## config.mk

```make
export PLATFORM = sky130hd
export DESIGN_NAME = interval64_timer
export DESIGN_NICKNAME = d
export VERILOG_FILES = /design/src/rtl/it64_pkg.sv /design/src/rtl/it64_slow_edge.sv /design/src/rtl/it64_prescaler.sv /design/src/rtl/it64_count_core.sv /design/src/rtl/interval64_timer.sv
export SDC_FILE = /design/constraint.sdc
export NUM_CORES = 1
export LEC_CHECK = 0
export BUFFER_PORTS_ARGS = -buffer_cell sky130_fd_sc_hd__buf_2
export CAP_MARGIN = 5
export CORE_AREA = 2 2 213 215
export CTS_BUF_LIST = sky130_fd_sc_hd__clkbuf_8
export CTS_CLUSTER_SIZE = 20
export DETAILED_ROUTE_END_ITERATION = 7
export DIE_AREA = 0 0 215 217
export HOLD_SLACK_MARGIN = 0.03
export SYNTH_ARGS = -nofsm -noshare
export SYNTH_HDL_FRONTEND = slang
export SYNTH_SLANG_ARGS = --single-unit
```

## constraint.sdc

```tcl
create_clock -name clk -period 3.2 [get_ports clk]
set_clock_uncertainty 0.15 [all_clocks]
set_input_delay 0.16 -clock clk [delete_from_list [all_inputs] [get_ports clk]]
set_output_delay 0.16 -clock clk [all_outputs]
set_load 0.01 [all_outputs]
```

## src/rtl/it64_pkg.sv

```systemverilog
package it64_pkg;
  localparam int ADDR_W = 6;
  localparam int DIV_W  = 4;

  localparam logic [ADDR_W-1:0] A_CTRL   = 6'h00;
  localparam logic [ADDR_W-1:0] A_MODE   = 6'h04;
  localparam logic [ADDR_W-1:0] A_PER_LO = 6'h08;
  localparam logic [ADDR_W-1:0] A_PER_HI = 6'h0C;
  localparam logic [ADDR_W-1:0] A_IEN    = 6'h10;
  localparam logic [ADDR_W-1:0] A_STAT   = 6'h1C;
  localparam logic [ADDR_W-1:0] A_CNT_LO = 6'h20;
  localparam logic [ADDR_W-1:0] A_CNT_HI = 6'h24;

  localparam int B_START  = 0;
  localparam int B_SWRST  = 8;
  localparam int B_CONT   = 0;
  localparam int B_SLOW   = 3;
  localparam int B_DIV_LO = 8;
  localparam int B_IEN    = 0;
  localparam int B_PEND   = 0;

  typedef struct packed {
    logic [DIV_W-1:0] div;
    logic             slow;
    logic             cont;
  } mode_cfg_t;
endpackage

```

## src/rtl/it64_slow_edge.sv

```systemverilog
module it64_slow_edge #(
  parameter int SYNC_STAGES = 2
) (
  input  logic clk,
  input  logic rst_n,
  input  logic async_in,
  output logic rise
);
  localparam int TOTAL = SYNC_STAGES + 1;

  logic [TOTAL-1:0] stage_q;
  logic [TOTAL-1:0] stage_d;

  always_comb begin
    stage_d = {stage_q[TOTAL-2:0], async_in};
  end

  always_ff @(posedge clk or negedge rst_n) begin
    if (!rst_n) begin
      stage_q <= '0;
    end else begin
      stage_q <= stage_d;
    end
  end

  // edge detector sits after the last synchronizer stage
  assign rise = stage_q[SYNC_STAGES-1] & ~stage_q[SYNC_STAGES];
endmodule

```

## src/rtl/it64_prescaler.sv

```systemverilog
module it64_prescaler #(
  parameter int DIV_W = 4
) (
  input  logic             clk,
  input  logic             rst_n,
  input  logic             clr,
  input  logic             tick,
  input  logic [DIV_W-1:0] div,
  output logic             adv
);
  logic [DIV_W-1:0] phase_q;
  logic [DIV_W-1:0] phase_d;
  logic             last;

  // >= keeps the phase bounded if the divider is lowered mid-run
  assign last = tick && (phase_q >= div);

  always_comb begin
    phase_d = phase_q;
    if (clr) begin
      phase_d = '0;
    end else if (tick) begin
      phase_d = last ? '0 : phase_q + 1'b1;
    end
  end

  always_ff @(posedge clk or negedge rst_n) begin
    if (!rst_n) begin
      phase_q <= '0;
    end else begin
      phase_q <= phase_d;
    end
  end

  assign adv = last & ~clr;
endmodule

```

## src/rtl/it64_count_core.sv

```systemverilog
module it64_count_core #(
  parameter int CNT_W = 64
) (
  input  logic             clk,
  input  logic             rst_n,
  input  logic             clr,
  input  logic             start,
  input  logic             adv,
  input  logic             cont,
  input  logic [CNT_W-1:0] period,
  output logic [CNT_W-1:0] count,
  output logic             running,
  output logic             match_evt
);
  logic [CNT_W-1:0] cnt_q;
  logic [CNT_W-1:0] cnt_d;
  logic             run_q;
  logic             run_d;
  logic             at_top;

  assign at_top    = (cnt_q == period);
  assign match_evt = adv & at_top & ~clr;

  always_comb begin
    cnt_d = cnt_q;
    run_d = run_q;
    if (clr) begin
      cnt_d = '0;
      run_d = 1'b0;
    end else begin
      if (start) begin
        run_d = 1'b1;
      end
      if (adv) begin
        if (at_top) begin
          cnt_d = '0;
          if (!cont) begin
            run_d = 1'b0;
          end
        end else begin
          cnt_d = cnt_q + 1'b1;
        end
      end
    end
  end

  always_ff @(posedge clk or negedge rst_n) begin
    if (!rst_n) begin
      cnt_q <= '0;
      run_q <= 1'b0;
    end else begin
      cnt_q <= cnt_d;
      run_q <= run_d;
    end
  end

  assign count   = cnt_q;
  assign running = run_q;
endmodule

```

## src/rtl/interval64_timer.sv

```systemverilog
module interval64_timer
  import it64_pkg::*;
#(
  parameter int DATA_W      = 32,
  parameter int SYNC_STAGES = 2
) (
  input  logic              clk,
  input  logic              rst_n,
  input  logic              slow_clk_in,
  input  logic [ADDR_W-1:0] bus_addr,
  input  logic [DATA_W-1:0] bus_wdata,
  input  logic              bus_we,
  input  logic              bus_re,
  output logic [DATA_W-1:0] bus_rdata,
  output logic              irq
);
  localparam int CNT_W = 2 * DATA_W;

  // decoded strobes
  logic wr_ctrl, wr_mode, wr_plo, wr_phi, wr_ien;
  logic rd_stat, rd_clo;
  logic swrst, start;

  assign wr_ctrl = bus_we && (bus_addr == A_CTRL);
  assign wr_mode = bus_we && (bus_addr == A_MODE);
  assign wr_plo  = bus_we && (bus_addr == A_PER_LO);
  assign wr_phi  = bus_we && (bus_addr == A_PER_HI);
  assign wr_ien  = bus_we && (bus_addr == A_IEN);
  assign rd_stat = bus_re && (bus_addr == A_STAT);
  assign rd_clo  = bus_re && (bus_addr == A_CNT_LO);
  assign swrst   = wr_ctrl && bus_wdata[B_SWRST];
  assign start   = wr_ctrl && bus_wdata[B_START] && !bus_wdata[B_SWRST];

  // configuration and status state
  mode_cfg_t        mode_q, mode_d;
  logic [DATA_W-1:0] plo_q, plo_d;
  logic [DATA_W-1:0] phi_q, phi_d;
  logic [CNT_W-1:0]  shadow_q, shadow_d;
  logic              ien_q, ien_d;
  logic              pend_q, pend_d;
  logic [DATA_W-1:0] hold_q, hold_d;
  logic [DATA_W-1:0] rdata_q, rdata_d;

  // datapath links
  logic             slow_rise;
  logic             src_tick;
  logic             adv;
  logic             running;
  logic             match_evt;
  logic [CNT_W-1:0] count;
  logic             mode_cont;

  assign mode_cont = mode_q.cont;

  it64_slow_edge #(.SYNC_STAGES(SYNC_STAGES)) u_slow (
    .clk      (clk),
    .rst_n    (rst_n),
    .async_in (slow_clk_in),
    .rise     (slow_rise)
  );

  assign src_tick = mode_q.slow ? slow_rise : 1'b1;

  it64_prescaler #(.DIV_W(DIV_W)) u_div (
    .clk   (clk),
    .rst_n (rst_n),
    .clr   (swrst),
    .tick  (running & src_tick),
    .div   (mode_q.div),
    .adv   (adv)
  );

  it64_count_core #(.CNT_W(CNT_W)) u_core (
    .clk       (clk),
    .rst_n     (rst_n),
    .clr       (swrst),
    .start     (start),
    .adv       (adv),
    .cont      (mode_q.cont),
    .period    (shadow_q),
    .count     (count),
    .running   (running),
    .match_evt (match_evt)
  );

  // next-state for configuration
  always_comb begin
    mode_d   = mode_q;
    plo_d    = plo_q;
    phi_d    = phi_q;
    shadow_d = shadow_q;
    ien_d    = ien_q;
    if (swrst) begin
      mode_d   = '0;
      plo_d    = '1;
      phi_d    = '1;
      shadow_d = '1;
      ien_d    = 1'b0;
    end else begin
      if (wr_mode) begin
        mode_d.cont = bus_wdata[B_CONT];
        mode_d.slow = bus_wdata[B_SLOW];
        mode_d.div  = bus_wdata[B_DIV_LO +: DIV_W];
      end
      if (wr_phi) begin
        phi_d = bus_wdata;
      end
      if (wr_plo) begin
        plo_d    = bus_wdata;
        shadow_d = {phi_q, bus_wdata};
      end
      if (wr_ien) begin
        ien_d = bus_wdata[B_IEN];
      end
    end
  end

  // next-state for pending flag and captured high word
  always_comb begin
    pend_d = pend_q;
    hold_d = hold_q;
    if (swrst) begin
      pend_d = 1'b0;
      hold_d = '0;
    end else begin
      if (match_evt) begin
        pend_d = 1'b1;
      end else if (rd_stat) begin
        pend_d = 1'b0;
      end
      if (rd_clo) begin
        hold_d = count[CNT_W-1:DATA_W];
      end
    end
  end

  // read multiplexer
  always_comb begin
    logic [DATA_W-1:0] mux;
    mux = '0;
    unique case (bus_addr)
      A_CTRL:   mux[B_START] = running;
      A_MODE: begin
        mux[B_CONT]              = mode_q.cont;
        mux[B_SLOW]              = mode_q.slow;
        mux[B_DIV_LO +: DIV_W]   = mode_q.div;
      end
      A_PER_LO: mux = plo_q;
      A_PER_HI: mux = phi_q;
      A_IEN:    mux[B_IEN] = ien_q;
      A_STAT:   mux[B_PEND] = pend_q;
      A_CNT_LO: mux = count[DATA_W-1:0];
      A_CNT_HI: mux = hold_q;
      default:  mux = '0;
    endcase
    rdata_d = bus_re ? mux : rdata_q;
  end

  always_ff @(posedge clk or negedge rst_n) begin
    if (!rst_n) begin
      mode_q   <= '0;
      plo_q    <= '1;
      phi_q    <= '1;
      shadow_q <= '1;
      ien_q    <= 1'b0;
      pend_q   <= 1'b0;
      hold_q   <= '0;
      rdata_q  <= '0;
    end else begin
      mode_q   <= mode_d;
      plo_q    <= plo_d;
      phi_q    <= phi_d;
      shadow_q <= shadow_d;
      ien_q    <= ien_d;
      pend_q   <= pend_d;
      hold_q   <= hold_d;
      rdata_q  <= rdata_d;
    end
  end

  assign bus_rdata = rdata_q;
  assign irq       = pend_q & ien_q;
endmodule

```

==> results.sh, run 1 <==
export IMPL_status="completed"
export IMPL_yosysTopAreaCell="dfrtp_1"
export IMPL_design_area_sq_um=15100
export IMPL_setup_ws_ps=355
export IMPL_powerDensity_nw_per_um2=535
export IMPL_place_port_buffers=75
export IMPL_finalMaxSlewViolations=0
export IMPL_grt_pass1_wl_microns=65700
export IMPL_peakVddDrop_mv=0.310
export IMPL_yosys_warnings=0
export IMPL_rrSetupSlack_ps=350
export IMPL_ant_nets=0
export IMPL_routed_wl_microns=42100
export IMPL_pre_cts_ws_ps=460
export IMPL_postSynthCellCount=1395
export IMPL_ctsResizeCount=0
export IMPL_ff2ff_path_depth=9
export IMPL_antenna_found_initial=1
export IMPL_max_stage_delay_ps=880
export IMPL_arrival_ps=3160
export IMPL_layout_min_cycle_time_ps=2850
export IMPL_synth_cell_types=60
export IMPL_ys_flop_type="dfrtp_1"
export IMPL_ios=76
export IMPL_drt_first_pass_iters=8
export IMPL_crit_chain="inv_1 > ha_1 > nor2b_1 > o21a_1 > nor3_2 > nor2_2 > buf_4 > a22oi_1 > o31ai_1"
export IMPL_clkLatencyLatePin_ps=570
export IMPL_dp_hpwl_microns=28700
export IMPL_final_hold_viol_count=0
export IMPL_ys_seq_area_share_pct=48.3
export IMPL_p_sw_w=0.00249
export IMPL_tns_ps=0
export IMPL_finalSetupViolations=0
export IMPL_worstReg2RegEnd="u_core.count[15]$_DFFE_PN0P_"
export IMPL_overflow=0
export IMPL_synth_seq_cells=240
export IMPL_cts_htree_levels=2
export IMPL_fp_dieW_microns=215
export IMPL_ys_top_cells_by_area="dfrtp_1, dfstp_2, nand3_1, nand2_1, xnor2_1"
export IMPL_num_vias=11300
export IMPL_final_nets=1539
export IMPL_drtIter0Drc=1192
export IMPL_yosysTopAreaCellShare_pct=28.4
export IMPL_path_clk_slew_ps=60
export IMPL_wl_per_cell_microns=19.8
export IMPL_p_leak_nw=6.46
export IMPL_critPathMaxFanout=22
export IMPL_die_area_sq_um=46700
export IMPL_combPwrFrac_pct=16.1
export IMPL_grt_max_degree=86
export IMPL_area_growth_pct=19.1
export IMPL_rsz0062_at_grt="false"
export IMPL_cts_made_buffers=41
export IMPL_synthArstFlopShare_pct=100
export IMPL_fmax_mhz=351
export IMPL_fin_crit_sh_pct=88.9
export IMPL_clockBufferDepth=3
export IMPL_tightest_slew_ps=1130
export IMPL_drc=0
export IMPL_avgViaCountPerCell=5.31
export IMPL_cts_num_sinks=240
export IMPL_rows=78
export IMPL_drive_gt1_share_pct=20.8
export IMPL_grt_use_total_pct=17.9
export IMPL_worstSetupStartpointType="register"
export IMPL_drv_cap=0
export IMPL_placed_cell_area_sq_um=13800
export IMPL_netlist_area_sq_um=12700
export IMPL_crit_required_ps=3510
export IMPL_end_kind="register"
export IMPL_worstSetupPathType="register to register"
export IMPL_hp_class="input port to asynchronous set/reset pin"
export IMPL_cts_tree="done"
export IMPL_p_int_w=0.00560
export IMPL_synth_edf_count=0
export IMPL_fin_hold_ws_ps=44.2
export IMPL_p_sw_share_pct=30.8
export IMPL_die_h_microns=217
export IMPL_initial_utilization_pct=28.4
export IMPL_coreArea_sq_um=44700
export IMPL_pwr_share_clk_pct=35.5
export IMPL_relSlewSlack_pct=24.6
export IMPL_syn_avg_cell_area_sq_um=9.10
export IMPL_cts_root_buf="clkbuf_8"
export IMPL_timing_rr_start="u_div.phase_q[0]$_DFFE_PN0P_"
export IMPL_grt_pass1_vias=11000
export IMPL_syn_nets=1444
export IMPL_p_seq_share_pct=48.4
export IMPL_slowest_stage="nor2_2"
export IMPL_gp_congestion=0.917
-- registers in the layout, summed over array words and instances (netlist names) --
register / count
shadow_q: 33
ien_q: 1
u_core.count: 64
u_div.phase_q: 4
plo_q: 31
pend_q: 1
mode_q: 5
phi_q: 32
u_core.running: 1
bus_rdata: 32
mode_cont: 1
hold_q: 32
u_slow.stage_q: 3
-- cell usage after synthesis, types with 4 or more instances --
library cell / number
a21oi_1: 54
buf_1: 4
and2_1: 6
nor3_1: 30
a22oi_1: 21
a221oi_1: 32
nor4_1: 10
o41ai_1: 7
dfstp_2: 96
xor2_1: 7
buf_4: 4
mux2i_1: 16
nand3_1: 204
o211a_1: 9
xnor2_1: 90
buf_2: 37
clkbuf_2: 4
o21ai_0: 18
or3_1: 7
and3_1: 17
ha_1: 6
or4_1: 5
inv_1: 41
nand4_1: 40
o31ai_1: 13
clkbuf_1: 77
a22o_1: 27
nor2_1: 67
or2_2: 4
nor4_4: 6
nand2_1: 220
and4_1: 4
nor2b_1: 4
o22ai_1: 31
dfrtp_1: 144
-- power by group through the flow --
stage               combinational, W  clock [W]  sequential, W
floorplan                   0.000796          0        0.00380
global placement             0.00121          0        0.00394
detailed placement           0.00124          0        0.00395
CTS                          0.00129    0.00291        0.00391
global route                 0.00144    0.00307        0.00395
finish                       0.00130    0.00287        0.00392
-- cells in the final DEF (no fill, tap or decap), types with 7 or more instances in the layout --
master,Yosys,layout
nand2_1,220,218
nand3_1,204,204
dfrtp_1,144,144
dfstp_2,96,96
xnor2_1,90,90
buf_2,37,74
nor2_1,67,66
inv_1,41,58
clkbuf_8,0,55
a21oi_1,54,54
buf_4,4,54
dlygate4sd3_1,0,43
nand4_1,40,40
a221oi_1,32,32
o22ai_1,31,31
nor3_1,30,30
a22o_1,27,27
a22oi_1,21,21
o21ai_0,18,18
and3_1,17,16
mux2i_1,16,16
o31ai_1,13,13
nor4_1,10,10
o211a_1,9,9
xor2_1,7,7
o41ai_1,7,7
or3_1,7,7
-- timing repair --
action                    4_1_cts  5_1_grt
hold buffers                   43        0
hold endpoints to repair      187        0
buffers inserted                0        0
-- worst max-delay path: cells and delay by family (launching register included) --
kind	cells	cell delay, ps
compound gates	3	350
flops	1	420
fa+ha+maj	1	280
buf+inv	2	410
simple gates	3	1100
-- per-layer routing --
metal / vias up / part of all wire, % / global-route usage, %
li1: 5131 / - / -
met1: 5641 / 44 / 25.0
met2: 430 / 46 / 27.7
met3: 75 / 7.3 / 3.65
met4: 0 / 2.6 / 6.21
met5: - / 0 / 0
-- worst max path at each step --
stage	start	to
6_report	u_div.phase_q[0]$_DFFE_PN0P_	u_core.count[15]$_DFFE_PN0P_
5_1_grt	mode_q[4]$_DFFE_PN0P_	u_core.count[8]$_DFFE_PN0P_
4_1_cts	u_div.phase_q[0]$_DFFE_PN0P_	u_core.count[34]$_DFFE_PN0P_
3_5_place_dp	mode_q[4]$_DFFE_PN0P_	u_core.count[34]$_DFFE_PN0P_
3_3_place_gp	u_core.count[5]$_DFFE_PN0P_	u_core.count[41]$_DFFE_PN0P_
2_1_floorplan	u_div.phase_q[2]$_DFFE_PN0P_	u_core.count[32]$_DFFE_PN0P_
-- final cells by class --
| class | instances | area [sq um] |
|---|---|---|
| diodes | 1 | 2.50 |
| clock buffers | 55 | 757 |
| clock inverters | 21 | 86.3 |
| fillers | 4677 | 29600 |
| inverters | 41 | 154 |
| multi-input cells | 988 | 5890 |
| flip-flops and latches | 240 | 6130 |
| well taps | 600 | 751 |
| repair buffers | 178 | 1340 |
-- logic make-up after synthesis --
group | share of synthesized area, %
simple gates | 25.2
flops | 48.3
compound gates | 12.5
buf+inv | 5.46
xor+xnor | 6.69
mux | 1.26
fa+ha+maj | 0.591
-- through the flow --
step | cells | power, W | util [%]
after floorplan | 1395 | 0.00459 | -
after global placement | 2004 | 0.00515 | 31.0
after detailed placement | 2004 | 0.00519 | 31.0
after CTS | 2123 | 0.00810 | 33.8
after global routing | 2124 | 0.00846 | 33.8
final | 2124 | 0.00809 | 33.8
(Power assumes the default switching activity.)
==> inputs of run 2 (changes only) <==
- CORE_AREA: 2 2 213 215 -> 2 2 217 219
- DIE_AREA: 0 0 215 217 -> 0 0 219 221
- SYNTH_HIERARCHICAL: default -> 1
- clock period: 3.2 -> 2.9 ns (I/O delays scaled with it)
==> results.sh, run 2 <==
export IMPL_postSynthCellCount=1481
export IMPL_layout_min_cycle_time_ps=2840
export IMPL_avgViaCountPerCell=5.39
export IMPL_ios=76
export IMPL_powerDensity_nw_per_um2=540
export IMPL_clkLatencyLatePin_ps=600
export IMPL_fmax_mhz=352
export IMPL_ys_seq_area_share_pct=46.3
export IMPL_gp_congestion=0.963
export IMPL_grt_use_total_pct=20.1
export IMPL_worstSetupPathType="register to register"
export IMPL_syn_avg_cell_area_sq_um=8.93
export IMPL_grt_pass1_vias=12100
export IMPL_drt_first_pass_iters=6
export IMPL_drv_cap=0
export IMPL_yosys_warnings=6
export IMPL_most_common_layout_cells="nand2_1, dfrtp_1, buf_4"
export IMPL_final_hold_viol_count=0
export IMPL_path_clk_slew_ps=60
export IMPL_relSlewSlack_pct=40.8
export IMPL_die_h_microns=221
export IMPL_synthArstFlopShare_pct=100
export IMPL_routed_wl_microns=48800
export IMPL_rows=79
export IMPL_mostFrequentLayoutCell="nand2_1"
export IMPL_synth_most_common_cell="nand2_1"
export IMPL_p_sw_w=0.00268
export IMPL_area_growth_pct=25.0
export IMPL_crit_chain="buf_4 > xnor2_1 > nand4_1 > nor4_1 > buf_4 > nand4_2 > buf_4 > or2_2 > o221a_2"
export IMPL_wl_per_cell_microns=21.1
export IMPL_tns_ps=0
export IMPL_combPwrFrac_pct=16.0
export IMPL_dp_hpwl_microns=33600
export IMPL_coreArea_sq_um=46100
export IMPL_ys_flop_type="dfrtp_1"
export IMPL_die_area_sq_um=48400
export IMPL_worst_path_most_repeated_cell="buf_4"
export IMPL_drive_gt1_share_pct=25.2
export IMPL_synth_cell_types=73
export IMPL_drtIter0Drc=1233
export IMPL_netlist_area_sq_um=13200
export IMPL_max_stage_delay_ps=460
export IMPL_ys_top_cells_by_area="dfrtp_1, dfstp_2, nand2_1, nand3_1, xnor2_1"
export IMPL_drc=0
export IMPL_synth_seq_cells=240
export IMPL_grt_max_degree=81
export IMPL_place_port_buffers=75
export IMPL_critPathBufInv=3
export IMPL_antenna_found_initial=2
export IMPL_pwr_share_clk_pct=35.8
export IMPL_clockBufferDepth=3
export IMPL_synth_edf_count=0
export IMPL_fp_dieW_microns=219
export IMPL_ant_nets=0
export IMPL_p_sw_share_pct=30.1
export IMPL_slowest_stage="xnor2_1"
export IMPL_yosysTopAreaCell="dfrtp_1"
export IMPL_cts_htree_levels=2
export IMPL_final_nets=1724
export IMPL_cts_made_buffers=42
export IMPL_p_seq_share_pct=48.2
export IMPL_setup_ws_ps=58.1
export IMPL_fin_crit_sh_pct=98.0
export IMPL_crit_required_ps=3220
export IMPL_grt_pass1_wl_microns=75200
export IMPL_end_kind="register"
export IMPL_cp_top_family="simple AND/OR/NAND/NOR gates"
export IMPL_tightest_slew_ps=888
export IMPL_cts_root_buf="clkbuf_8"
export IMPL_synth_commonest_cells="nand2_1, dfrtp_1, nand3_1, clkbuf_1, dfstp_2"
export IMPL_yosysTopAreaCellShare_pct=27.2
export IMPL_arrival_ps=3160
export IMPL_overflow=0
export IMPL_p_leak_nw=7.12
export IMPL_cts_num_sinks=240
export IMPL_peakVddDrop_mv=0.421
export IMPL_finalSetupViolations=0
export IMPL_largest_reg_flops=64
export IMPL_pre_cts_ws_ps=-108
export IMPL_initial_utilization_pct=28.7
export IMPL_status="completed"
export IMPL_hp_class="input port to register"
export IMPL_critPathMaxFanout=21
export IMPL_cts_tree="done"
export IMPL_p_int_w=0.00624
export IMPL_finalMaxSlewViolations=0
export IMPL_worstSetupStartpointType="register"
export IMPL_syn_nets=1530
export IMPL_num_vias=12500
[run 2: cell types whose count changed in the layout (fill, tap and decap cells not counted), moves of 17 or more]
cell       change
a22oi_1       -17
nand2_1       +84
a31oi_1       +17
o21ai_0       +40
mux2i_1       +28
buf_4         +82
inv_1         -21
o2bb2ai_1     +24
xnor2_1       -18
nand3_1       -69
a221o_1       +23
a22o_1        -21
o22ai_1       -29
a221oi_1      -26
[run 2: cell type report]
cell class | count | area, sq um
fill | 4730 | 29500
multi-input combinational | 1095 | 6550
sequential | 240 | 6130
timing repair buffer | 273 | 2150
tap | 607 | 759
clock buffer | 54 | 743
clock inverter | 23 | 104
inverter | 22 | 86.3
timing repair inverter | 1 | 7.51
antenna | 1 | 2.50
[run 2: timing repair]
item	4_1_cts	5_1_grt
gates cloned	0	1
resized for setup	1	10
endpoints found under the hold margin	257	0
hold buffers	50	0
buffers inserted	0	7
pin swaps	0	3
endpoints found under the setup margin	39	44
[run 2: cell families after synthesis]
| logic type | count (synthesis) | share of synthesized area, % |
|---|---|---|
| xor gates and xnor gates | 78 | 5.17 |
| buffers and inverters | 146 | 4.65 |
| muxes | 50 | 3.84 |
| adders and majority gates | 6 | 0.568 |
| AOI/OAI and AO/OA | 236 | 12.3 |
| and+or+nand+nor | 725 | 27.2 |
| DFF | 240 | 46.3 |
[run 2: final timing paths]
path,cells past startpoint,slack (ps),end,startpoint
setup / recovery,9,60,u_core/running$_DFF_PN0_,u_core/count[38]$_DFFE_PN0P_
hold / removal,2,70,u_slow/stage_q[0]$_DFF_PN0_,slow_clk_in
setup reg to reg,9,60,u_core/running$_DFF_PN0_,u_core/count[38]$_DFFE_PN0P_
hold reg to reg,0,210,u_slow/stage_q[1]$_DFF_PN0_,u_slow/stage_q[0]$_DFF_PN0_
max in group asynchronous,4,1370,shadow_q[54]$_DFFE_PN1P_,rst_n
min in group asynchronous,3,480,u_core/count[9]$_DFFE_PN0P_,rst_n
[run 2: stage by stage]
stage          total power [W]  instances  hold WS, ps  util [%]  cell area, sq um
5_1_grt                0.00933       2316         52.1      35.9             16500
6_report               0.00892       2316         70.4      35.9             16500
4_1_cts                0.00891       2307         41.5      35.6             16400
3_5_place_dp           0.00564       2180         17.7      32.7             15000
3_3_place_gp           0.00560       2180         27.3      32.7             15000
2_1_floorplan          0.00502       1481         -301         -             13200
[run 2: power groups by stage]
| stage | logic [W] | registers (W) | clock network, W |
|---|---|---|---|
| 6_report | 0.00143 | 0.00430 | 0.00320 |
| 5_1_grt | 0.00157 | 0.00435 | 0.00341 |
| 4_1_cts | 0.00138 | 0.00429 | 0.00324 |
| 3_5_place_dp | 0.00129 | 0.00434 | 0 |
| 3_3_place_gp | 0.00127 | 0.00433 | 0 |
| 2_1_floorplan | 0.000820 | 0.00420 | 0 |
[run 2: metal layers]
| metal | track usage (%) | part of all wire [%] | up-vias |
|---|---|---|---|
| met4 | 6.91 | 3.1 | 2 |
| met2 | 31.1 | 46 | 474 |
| met1 | 28.0 | 45 | 6242 |
| li1 | - | - | 5681 |
| met3 | 3.55 | 6.2 | 84 |
| met5 | 0 | 0.016 | - |
